[src/rtl/cfg_pkg.sv]
package cfg_pkg;
  parameter int unsigned DIV_W  = 9;
  parameter int unsigned OSEL_W = 2;
  parameter int unsigned TSEL_W = 3;
  localparam int unsigned FRAME_W = DIV_W + OSEL_W + TSEL_W;

  // Field order matches the serial frame: test select first, divider last.
  typedef struct packed {
    logic [TSEL_W-1:0] tsel;
    logic [OSEL_W-1:0] osel;
    logic [DIV_W-1:0]  div;
  } cfg_t;

  localparam cfg_t CFG_RST = '{tsel: '0, osel: '1, div: '1};
endpackage

[src/rtl/cfg_rst_sync.sv]
module cfg_rst_sync (
  input  logic clk_i,
  input  logic rst_ni,
  output logic rst_no
);
  logic [1:0] stage_q;

  always_ff @(posedge clk_i or negedge rst_ni) begin
    if (!rst_ni) stage_q <= 2'b00;
    else         stage_q <= {stage_q[0], 1'b1};
  end

  assign rst_no = stage_q[1];
endmodule

[src/rtl/cfg_sync.sv]
module cfg_sync #(
  parameter int unsigned W = 1,
  parameter logic [W-1:0] RST = '0
) (
  input  logic         clk_i,
  input  logic         rst_ni,
  input  logic [W-1:0] d_i,
  output logic [W-1:0] q_o
);
  for (genvar g = 0; g < W; g++) begin : g_bit
    logic meta_q, sync_q;
    always_ff @(posedge clk_i or negedge rst_ni) begin
      if (!rst_ni) begin
        meta_q <= RST[g];
        sync_q <= RST[g];
      end else begin
        meta_q <= d_i[g];
        sync_q <= meta_q;
      end
    end
    assign q_o[g] = sync_q;
  end
endmodule

[src/rtl/cfg_shift.sv]
module cfg_shift
  import cfg_pkg::*;
(
  input  logic               clk_i,
  input  logic               rst_ni,
  input  logic               sclk_i,
  input  logic               sdat_i,
  output logic [FRAME_W-1:0] frame_o
);
  logic               sclk_q;
  logic               rise;
  logic [FRAME_W-1:0] sreg_q, sreg_d;

  assign rise = sclk_i & ~sclk_q;

  always_comb begin
    sreg_d = sreg_q;
    if (rise) sreg_d = {sreg_q[FRAME_W-2:0], sdat_i};
  end

  always_ff @(posedge clk_i or negedge rst_ni) begin
    if (!rst_ni) begin
      sclk_q <= 1'b0;
      sreg_q <= '0;
    end else begin
      sclk_q <= sclk_i;
      sreg_q <= sreg_d;
    end
  end

  assign frame_o = sreg_q;


  shift_in_chk: assert property (@(posedge clk_i) disable iff (!rst_ni)
    (sclk_i && !sclk_q) |=> sreg_q == {$past(sreg_q[FRAME_W-2:0]), $past(sdat_i)});


  shift_idle_chk: assert property (@(posedge clk_i) disable iff (!rst_ni)
    !(sclk_i && !sclk_q) |=> $stable(sreg_q));
endmodule

[src/rtl/cfg_hold.sv]
module cfg_hold
  import cfg_pkg::*;
(
  input  logic               clk_i,
  input  logic               rst_ni,
  input  logic               ld_ser_i,
  input  logic               ld_par_ni,
  input  logic [FRAME_W-1:0] frame_i,
  input  logic [DIV_W-1:0]   pdiv_i,
  input  logic [OSEL_W-1:0]  posel_i,
  output cfg_t               cfg_o
);
  cfg_t cfg_q, cfg_d;

  always_comb begin
    cfg_d = cfg_q;
    if (ld_ser_i) cfg_d = cfg_t'(frame_i);
    if (!ld_par_ni) begin
      cfg_d.div  = pdiv_i;
      cfg_d.osel = posel_i;
    end
  end

  always_ff @(posedge clk_i or negedge rst_ni) begin
    if (!rst_ni) cfg_q <= CFG_RST;
    else         cfg_q <= cfg_d;
  end

  assign cfg_o = cfg_q;


  hold_closed_chk: assert property (@(posedge clk_i) disable iff (!rst_ni)
    (!ld_ser_i && ld_par_ni) |=> $stable(cfg_q));


  ser_follow_chk: assert property (@(posedge clk_i) disable iff (!rst_ni)
    (ld_ser_i && ld_par_ni) |=> cfg_q == $past(frame_i));


  par_wins_chk: assert property (@(posedge clk_i) disable iff (!rst_ni)
    !ld_par_ni |=> (cfg_q.div == $past(pdiv_i)) && (cfg_q.osel == $past(posel_i)));


  par_keeps_tsel_chk: assert property (@(posedge clk_i) disable iff (!rst_ni)
    (!ld_par_ni && !ld_ser_i) |=> $stable(cfg_q.tsel));
endmodule

[src/rtl/pll_cfg_latch.sv]
module pll_cfg_latch
  import cfg_pkg::*;
(
  input  logic              clk_i,
  input  logic              rst_ni,
  input  logic              ser_clk_i,
  input  logic              ser_dat_i,
  input  logic              ser_ld_i,
  input  logic              par_ld_ni,
  input  logic [DIV_W-1:0]  par_div_i,
  input  logic [OSEL_W-1:0] par_osel_i,
  output logic [DIV_W-1:0]  div_o,
  output logic [OSEL_W-1:0] osel_o,
  output logic [TSEL_W-1:0] tsel_o
);
  localparam int unsigned PAR_W = 1 + DIV_W + OSEL_W;

  logic               rst_n_s;
  logic [2:0]         ser_s;
  logic [PAR_W-1:0]   par_s;
  logic [FRAME_W-1:0] frame;
  cfg_t               cfg;

  cfg_rst_sync u_rst (.clk_i(clk_i), .rst_ni(rst_ni), .rst_no(rst_n_s));

  cfg_sync #(.W(3), .RST(3'b000)) u_ser_sync (
    .clk_i(clk_i), .rst_ni(rst_n_s),
    .d_i({ser_ld_i, ser_dat_i, ser_clk_i}), .q_o(ser_s));

  cfg_sync #(.W(PAR_W), .RST({PAR_W{1'b1}})) u_par_sync (
    .clk_i(clk_i), .rst_ni(rst_n_s),
    .d_i({par_ld_ni, par_osel_i, par_div_i}), .q_o(par_s));

  cfg_shift u_shift (
    .clk_i(clk_i), .rst_ni(rst_n_s),
    .sclk_i(ser_s[0]), .sdat_i(ser_s[1]), .frame_o(frame));

  cfg_hold u_hold (
    .clk_i(clk_i), .rst_ni(rst_n_s),
    .ld_ser_i(ser_s[2]), .ld_par_ni(par_s[PAR_W-1]),
    .frame_i(frame),
    .pdiv_i(par_s[DIV_W-1:0]), .posel_i(par_s[DIV_W +: OSEL_W]),
    .cfg_o(cfg));

  assign div_o  = cfg.div;
  assign osel_o = cfg.osel;
  assign tsel_o = cfg.tsel;
endmodule

[config.mk]
export PLATFORM = sky130hd
export DESIGN_NAME = pll_cfg_latch
export DESIGN_NICKNAME = d
export VERILOG_FILES = /design/src/rtl/cfg_pkg.sv /design/src/rtl/cfg_rst_sync.sv /design/src/rtl/cfg_sync.sv /design/src/rtl/cfg_shift.sv /design/src/rtl/cfg_hold.sv /design/src/rtl/pll_cfg_latch.sv
export SDC_FILE = /design/constraint.sdc
export NUM_CORES = 1
export LEC_CHECK = 0
export BUFFER_PORTS_ARGS = -buffer_cell sky130_fd_sc_hd__buf_2
export CORE_MARGIN = 1
export CORE_UTILIZATION = 40
export DETAILED_ROUTE_END_ITERATION = 8
export HOLD_SLACK_MARGIN = 0.02
export PLACE_DENSITY = 0.62
export SYNTH_ARGS = -nofsm -noshare
export SYNTH_HDL_FRONTEND = slang
export SYNTH_SLANG_ARGS = --single-unit
[constraint.sdc]
create_clock -name clk_i -period 4.8 [get_ports clk_i]
set_input_delay 0 -clock clk_i [delete_from_list [all_inputs] [get_ports clk_i]]
set_output_delay 0 -clock clk_i [all_outputs]
set_load 0.01 [all_outputs]
==> results of run 1 <==
-- layout by cell type, fill, tap and decap left out, types with 2 or more instances in the layout --
cell type	Yosys	routed
a21oi_1	11	11
buf_2	1	30
clkbuf_1	2	2
clkbuf_8	0	13
dfrtp_1	26	25
dfstp_2	35	35
dlygate4sd3_1	0	17
mux2_2	7	7
mux2_4	10	10
mux2i_1	11	11
nor2_1	11	11
-- cell type report --
class | instances | area (um^2)
fillers | 394 | 2220
clock buffers | 15 | 186
clock inverters | 1 | 5.00
repair buffers | 48 | 328
multi-input cells | 52 | 453
flip-flops and latches | 61 | 1570
well taps | 67 | 83.8
-- per-stage QoR --
| stage | instances | hold slack [ns] |
|---|---|---|
| 3_5_place_dp | 211 | -0.210 |
| 5_1_grt | 244 | 0.300 |
| 4_1_cts | 244 | 0.283 |
| 3_3_place_gp | 211 | -0.215 |
| 6_report | 244 | 0.259 |
| 2_1_floorplan | 119 | -0.296 |
-- power breakdown --
| group | internal [mW] | switching [mW] |
|---|---|---|
| Clock | 0.243 | 0.174 |
| Sequential | 0.626 | 0.0678 |
| Combinational | 0.118 | 0.0656 |
| Total | 0.988 | 0.307 |
-- routing by layer --
layer	GRT usage	up-vias	share of wire
met5	0	-	0
met4	0.103	0	0.028
met3	0.0447	9	0.033
met2	0.199	23	0.49
met1	0.160	514	0.44
li1	-	503	-
-- worst reg2reg max path, delay by kind of cell, from the launching register on --
family,cells,cell delay (ns)
simple gates,1,0.43
mux,1,0.40
flops,1,0.40
-- worst paths after layout --
path	cells after the start	slack (ns)	from	end
max	2	3.46	u_shift.sclk_q	u_shift.frame_o[9]
min	0	0.26	u_rst.stage_q[1]	u_ser_sync.g_bit[0].meta_q
max reg2reg	2	3.46	u_shift.sclk_q	u_shift.frame_o[9]
min reg2reg	0	0.26	u_rst.stage_q[1]	u_ser_sync.g_bit[0].meta_q
max in group asynchronous	1	3.70	u_rst.stage_q[1]	u_hold.cfg_o[6]
min in group clk_i	2	0.31	par_div_i[6]	u_par_sync.g_bit[6].meta_q
-- state kept, by name, summed over array words and instances (netlist names) --
register                 cells
u_par_sync.g_bit.meta_q     12
u_ser_sync.g_bit.meta_q      3
u_shift.sclk_q               1
u_par_sync.g_bit.sync_q     12
u_rst.stage_q                2
u_hold.cfg_o                14
u_ser_sync.g_bit.sync_q      3
u_shift.frame_o             14
-- kinds of logic after synthesis --
family,Yosys count
flops,61
mux,28
simple gates,12
compound gates,11
buf+inv,6
other cells,1
-- repair_timing --
action / CTS / global route
resized for setup: 0 / 0
hold buffers: 17 / 0
hold endpoints to repair: 17 / 0
setup endpoints to repair: 0 / 0
==> impl_metrics.yaml, run 1 <==
logic_synthesis:
  synth_compound_area_frac: 0.0265
  synth_nets: 136
  synthAdderAreaFrac: 0
  yosysTopAreaCellShare: 0.443
  synth_most_common_cell: "dfstp_2"
  syn_area_um2: 2080
  synth-warning-count: 0
  synthTopCellsByArea: "dfstp_2 44%, dfrtp_1 31%, mux2_4 7.2%"
  synth.area.mux_share: 0.163
  synth_edf_count: 0
  ys_seq_area_frac: 0.756
  ys_top_cells_by_count: "35 x dfstp_2, 26 x dfrtp_1, 11 x a21oi_1, 11 x mux2i_1, 11 x nor2_1"
  synth-seq-cells: 61
  synth_top_area_cell: "dfstp_2"
  yosys.cell_types.count: 13
  ys_async_sr_fraction: 1.00
  ys.flop_type: "dfstp_2"
  synth_top_family_by_area: "multiplexers"
  syn_inst: 119
  syn-mean-instance-area_um2: 17.5
  synth_xor_area_frac: 0
  yosys.area_share.simple: 0.0265
die:
  rows: 25
  initial_core_util: 0.429
  ios: 31
  core_area_um2: 4850
  die_area_um2: 5490
  die_h_um: 74.1
  die_width_um: 74.1
global_routing:
  overflow: 0
  antenna_found_initial: 0
  grt_pass1_vias: 1098
  track_usage: 0.133
  grt_max_degree: 35
  grt_pass1_wl_um: 5050
pwr:
  total_power_mw: 1.29
  ir_drop_uv: 250
  cellPowerDensity_nw_per_um2: 493
  p_leak_nw: 1.20
setup_path:
  cp-start-kind: "register"
  cp_top_family: "simple AND/OR/NAND/NOR gates"
  cp_max_fo: 14
  crit_buf_inv: 0
  critPathKind: "register to register"
  worstPathCellList: "nor2b_4 -> mux2_2"
  slowest_stage: "nor2b_4"
  cp.required_ns: 5.01
  cp_data_arrival_time_ns: 1.55
  crit_path_max_incr_delay_ns: 0.43
  endpoint_kind: "register"
route:
  wirelength_um: 2990
  wire_per_inst_um: 12.3
  drc: 0
  vias_per_cell: 4.30
  via_count: 1049
  drt_iter0_markers: 42
  ant_nets: 0
  first_pass_iters: 2
clocking:
  clock_sink_count: 61
  postCtsSetupBuffers: 0
  cts_tree: "yes"
  clk_latency_ns: 0.32
  cts_buffers: 9
  cts-root-buf: "clkbuf_8"
  clockBufferDepth: 2
  htree_num_levels: 3
  clkTransAtPathRegs_ns: 0.06
sta:
  finalSetupViolCount: 0
  hold_violations: 0
  worst_slew_pin_slew_ns: 0.701
  min_period_ns: 1.34
  finalCritPeriodShare: 0.279
  rsz0062_at_grt: "false"
  skew_ns: 0.00574
  final.setup.tns_ns: 0
  relSlewSlack: 0.533
  timing.final.ws_setup_ns: 3.46
  final_max_slew_viol_count: 0
  max_freq_mhz: 747
run_status:
  status: "finished, final reports clean"
final_layout:
  n_antenna_cell: 0
  stdcell_area_um2: 2630
  utilization: 0.542
  drive_above_1_share: 0.559
  fin_nets: 189
  area_delta_synth_final_pct: 26.4
min_path:
  min_path_type: "register to asynchronous set/reset pin"
placed_design:
  dp_slack_ns: 3.47
  gp_congestion: 0.767
  portBuffers: 30
  dpl-instance-area_um2: 2270
flow_run:
  drv_cap: 0
(Power assumes the default switching activity.)
==> inputs of run 2 (changes only) <==
==> constraint.sdc (replaced) <==
create_clock -name clk_i -period 1.3 [get_ports clk_i]
set_input_delay 0 -clock clk_i [delete_from_list [all_inputs] [get_ports clk_i]]
set_output_delay 0 -clock clk_i [all_outputs]
set_load 0.01 [all_outputs]
==> impl_metrics.yaml, run 2 (same netlist as run 1, synthesis figures left out) <==
setup_path:
  critPathKind: "register to register"
  slowest_stage: "dfrtp_1"
  cp.required_ns: 1.51
  cp-start-kind: "register"
  rr_startpoint: "u_shift.sclk_q"
  endpoint_kind: "register"
  r2r_cells: 3
  cp_top_family: "flip-flops"
  worstPathCellList: "nor2b_4 -> buf_12 -> mux2_2"
  worstReg2RegEnd: "u_shift.frame_o[9]"
  cp_max_fo: 14
  regToRegSetupSlack_ns: 0.15
  cp_data_arrival_time_ns: 1.35
  crit_buf_inv: 1
  crit_path_max_incr_delay_ns: 0.39
global_routing:
  track_usage: 0.133
  use_met1: 0.154
  antenna_found_initial: 0
  grt_pass1_vias: 1118
  grt_max_degree: 35
  busiest_layer: "met2"
  grtUsageMet2: 0.200
  grt_pass1_wl_um: 5060
  overflow: 0
  use_met3: 0.0461
final_layout:
  drive_above_1_share: 0.578
  utilization: 0.556
  n_antenna_cell: 0
  fin_nets: 192
  num-fill-cells: 387
  final_cell_mix: "35 x dfstp_2, 30 x buf_2, 25 x dfrtp_1, 17 x dlygate4sd3_1, 12 x clkbuf_8"
  final_common_cell: "dfstp_2"
  area_delta_synth_final_pct: 29.6
clocking:
  cts.hold.buffers_added: 17
  clk_latency_ns: 0.32
  postCtsSetupBuffers: 0
  clockBufferDepth: 2
  cts_tree: "yes"
  cts-root-buf: "clkbuf_8"
  post_cts_resized: 0
  clkTransAtPathRegs_ns: 0.06
  htree_num_levels: 3
  cts_buffers: 9
  clock_sink_count: 61
sta:
  min_period_ns: 1.15
  finalCritPeriodShare: 0.882
  final.setup.tns_ns: 0
  finalSetupViolCount: 0
  rsz0062_at_grt: "false"
  skew_ns: 0.00531
  final_max_slew_viol_count: 0
  hold_violations: 0
  max_freq_mhz: 872
route:
  first_pass_iters: 4
  wire_per_inst_um: 12.0
  vias_per_cell: 4.36
  via_count: 1077
  ant_nets: 0
  wirelength_um: 2960
  drc: 0
  drt_iter0_markers: 71
placed_design:
  gp_congestion: 0.713
  place_hpwl_um: 1960
  portBuffers: 30
pwr:
  ir_drop_uv: 830
  cellPowerDensity_nw_per_um2: 1830
  p_leak_nw: 1.23
die:
  die_h_um: 74.1
  ios: 31
  die_area_um2: 5490
  rows: 25
  die_width_um: 74.1
  initial_core_util: 0.429
  core_area_um2: 4850
run_status:
  status: "finished, final reports clean"
min_path:
  min_path_type: "register to asynchronous set/reset pin"
flow_run:
  drv_cap: 0
## run 2: cell count changes in the layout (fill, tap and decap cells not counted)
cell,before,now
clkbuf_8,13,12
bufinv_16,0,1
clkbuf_1,2,0
buf_12,0,2
buf_4,1,2
clkinv_2,1,3
## run 2: power by group
part / internal, mW / switching [mW] / leakage [nW]
registers: 2.31 / 0.224 / 0.684
clock network: 1.03 / 0.663 / 0.112
logic: 0.450 / 0.261 / 0.437
total: 3.79 / 1.15 / 1.23
## run 2: area by class of cell
type                       instances  area [um^2]  share of cell area
multi-input combinational         52          453               0.168
clock buffer                      12          165              0.0613
sequential                        61         1570               0.583
timing repair buffer              51          375               0.139
clock inverter                     4         45.0              0.0167
tap                               67         83.8              0.0311
## run 2: worst max-delay path by stage
| stage | from | end | slack (ns) | cells after the start |
|---|---|---|---|---|
| floorplan | u_shift.sclk_q | u_shift.frame_o[0] | 0.16 | 4 |
| global placement | u_shift.sclk_q | u_shift.frame_o[13] | 0.18 | 3 |
| detailed placement | u_shift.sclk_q | u_shift.frame_o[13] | 0.16 | 3 |
| CTS | u_shift.sclk_q | u_shift.frame_o[13] | 0.15 | 3 |
| global route | u_ser_sync.g_bit[2].sync_q | u_hold.cfg_o[7] | 0.09 | 3 |
| finish | u_shift.sclk_q | u_shift.frame_o[9] | 0.15 | 3 |
## run 2: through the flow
step / hold slack, ns / area, um^2 / std cells / setup WS (ns) / total power [mW]
3_3_place_gp: -0.215 / 2310 / 214 / 0.181 / 3.21
3_5_place_dp: -0.213 / 2310 / 214 / 0.156 / 3.25
5_1_grt: 0.299 / 2690 / 247 / 0.0896 / 5.20
4_1_cts: 0.268 / 2690 / 247 / 0.145 / 5.01
6_report: 0.255 / 2690 / 247 / 0.154 / 4.94
2_1_floorplan: -0.296 / 2080 / 119 / 0.162 / 3.00
## run 2: per-layer routing
metal  up-vias  part of all wire
met5         -                 0
met4         0             0.023
met3         7             0.041
met2        20              0.50
met1       542              0.43
li1        508                 -
## run 2: worst reg2reg max path: stages, from the launching register on
cell and delay (ns):
dfrtp_1 0.39, nor2b_4 0.13, buf_12 0.16, mux2_2 0.34
==> inputs of run 3 (changes only) <==
--- a/config.mk
+++ b/config.mk
@@ -13,4 +13,6 @@
 export PLACE_DENSITY = 0.62
 export SYNTH_ARGS = -nofsm -noshare
 export SYNTH_HDL_FRONTEND = slang
+export SYNTH_HIERARCHICAL = 1
 export SYNTH_SLANG_ARGS = --single-unit
+export TNS_END_PERCENT = 1
==> impl_metrics.yaml, run 3 <==
logic_synthesis:
  ys_async_sr_fraction: 1.00
  synth_most_common_cell: "dfstp_2"
  ys.flop_type: "dfstp_2"
  synth_nets: 151
  synth_edf_count: 0
  synth-seq-cells: 61
  synthTopCellsByArea: "dfstp_2 42%, dfrtp_1 29%, mux2_4 6.8%"
  syn_inst: 134
  ys_top_cells_by_count: "35 x dfstp_2, 26 x dfrtp_1, 15 x buf_4"
  yosys.cell_types.count: 14
  syn-mean-instance-area_um2: 16.5
  yosysTopAreaCellShare: 0.417
  syn_area_um2: 2210
  synth_top_area_cell: "dfstp_2"
  synth-warning-count: 6
  ys_seq_area_frac: 0.711
final_layout:
  area_delta_synth_final_pct: 23.5
  final_cell_mix: "35 x dfstp_2, 30 x buf_2, 25 x dfrtp_1, 17 x dlygate4sd3_1, 13 x clkbuf_8"
  drive_above_1_share: 0.580
  fin_nets: 193
  n_antenna_cell: 0
  final_common_cell: "dfstp_2"
setup_path:
  cp.required_ns: 1.51
  cp_max_fo: 14
  cp_data_arrival_time_ns: 1.36
  cp-start-kind: "register"
  critPathKind: "register to register"
  endpoint_kind: "register"
route:
  drc: 0
  vias_per_cell: 4.27
  drt_iter0_markers: 37
  ant_nets: 0
  first_pass_iters: 2
  wirelength_um: 3160
  via_count: 1071
  wire_per_inst_um: 12.6
die:
  rows: 26
  die_area_um2: 5820
  die_h_um: 76.3
  core_area_um2: 5200
  die_width_um: 76.3
  ios: 31
  initial_core_util: 0.424
sta:
  final_max_slew_viol_count: 0
  final.setup.tns_ns: 0
  finalSetupViolCount: 0
  max_freq_mhz: 870
  rsz0062_at_grt: "false"
  skew_ns: 0.00568
  hold_violations: 0
  finalCritPeriodShare: 0.884
  min_period_ns: 1.15
clocking:
  clock_sink_count: 61
  cts-root-buf: "clkbuf_8"
  cts_buffers: 9
  postCtsSetupBuffers: 0
  clockBufferDepth: 2
  htree_num_levels: 3
  clkTransAtPathRegs_ns: 0.06
  clk_latency_ns: 0.33
  cts.hold.buffers_added: 17
  cts_tree: "yes"
  post_cts_resized: 0
global_routing:
  overflow: 0
  grt_max_degree: 33
  track_usage: 0.126
  antenna_found_initial: 0
  grt_pass1_wl_um: 5390
  grt_pass1_vias: 1140
placed_design:
  place_hpwl_um: 2020
  gp_congestion: 0.689
  portBuffers: 30
pwr:
  cellPowerDensity_nw_per_um2: 1910
  ir_drop_uv: 992
  p_leak_nw: 1.25
  total_power_mw: 5.21
flow_run:
  drv_cap: 0
run_status:
  status: "finished, final reports clean"
min_path:
  min_path_type: "register to asynchronous set/reset pin"
==> run 3: changes by cell type in the layout (fill, tap and decap cells not counted) <==
cell / previous run / this run
buf_4: 2 / 4
clkbuf_8: 12 / 13
bufinv_16: 1 / 2
buf_12: 2 / 1
clkinv_2: 3 / 1
==> run 3: stage by stage <==
step / util / setup slack, ns / instance area [um^2] / hold slack, ns / std cells
after floorplan: - / 0.0632 / 2210 / -0.296 / 134
after global placement: 0.444 / 0.180 / 2310 / -0.214 / 218
after detailed placement: 0.444 / 0.157 / 2310 / -0.211 / 218
after CTS: 0.524 / 0.150 / 2730 / 0.277 / 251
after global routing: 0.524 / 0.0937 / 2730 / 0.300 / 251
final: 0.524 / 0.151 / 2730 / 0.260 / 251
==> run 3: worst paths after layout <==
check	start	endpoint	slack, ns	cells after the start
min	u_rst/stage_q[1]	u_ser_sync/g_bit[0].meta_q	0.26	1
max in group asynchronous	rst_ni	u_rst/stage_q[1]	0.65	3
min in group clk_i	par_div_i[7]	u_par_sync/g_bit[7].meta_q	0.31	2
max reg2reg	u_shift/sclk_q	u_shift/frame_o[12]	0.15	3
max	u_shift/sclk_q	u_shift/frame_o[12]	0.15	3
min reg2reg	u_rst/stage_q[1]	u_ser_sync/g_bit[0].meta_q	0.26	1
==> run 3: final cells by class <==
type | count | area, um^2
repair buffers | 52 | 370
multi-input cells | 52 | 453
clock buffers | 13 | 179
well taps | 70 | 87.6
fillers | 429 | 2480
clock inverters | 3 | 65.1
flip-flops and latches | 61 | 1570
==> run 3: logic make-up (layout without fill, tap and decap cells) <==
group,after synthesis,after routing,synth area share
AO/OA/AOI/OAI,11,11,0.0249
buffers and inverters,21,68,0.0833
flip-flops,61,61,0.711
multiplexers,28,28,0.154
other,1,1,0.00170
AND/OR/NAND/NOR,12,12,0.0249
==> run 3: critical path, stage by stage, from the launching register on <==
cell and delay (ns):
dfrtp_1 0.39, nor2b_4 0.13, buf_12 0.17, mux2_2 0.35
==> run 3: where the power goes <==
part	leakage, nW	internal, mW	switching (mW)
Combinational	0.438	0.451	0.281
Sequential	0.684	2.31	0.230
Clock	0.126	1.29	0.650
Total	1.25	4.05	1.16
==> run 3: per-layer routing <==
metal  track usage  up-vias  wire length (um)
met4        0.0865        0               102
met5             0        -                 0
met1         0.143      531              1360
met3        0.0467       10                95
li1              -      508                 -
met2         0.197       22              1600
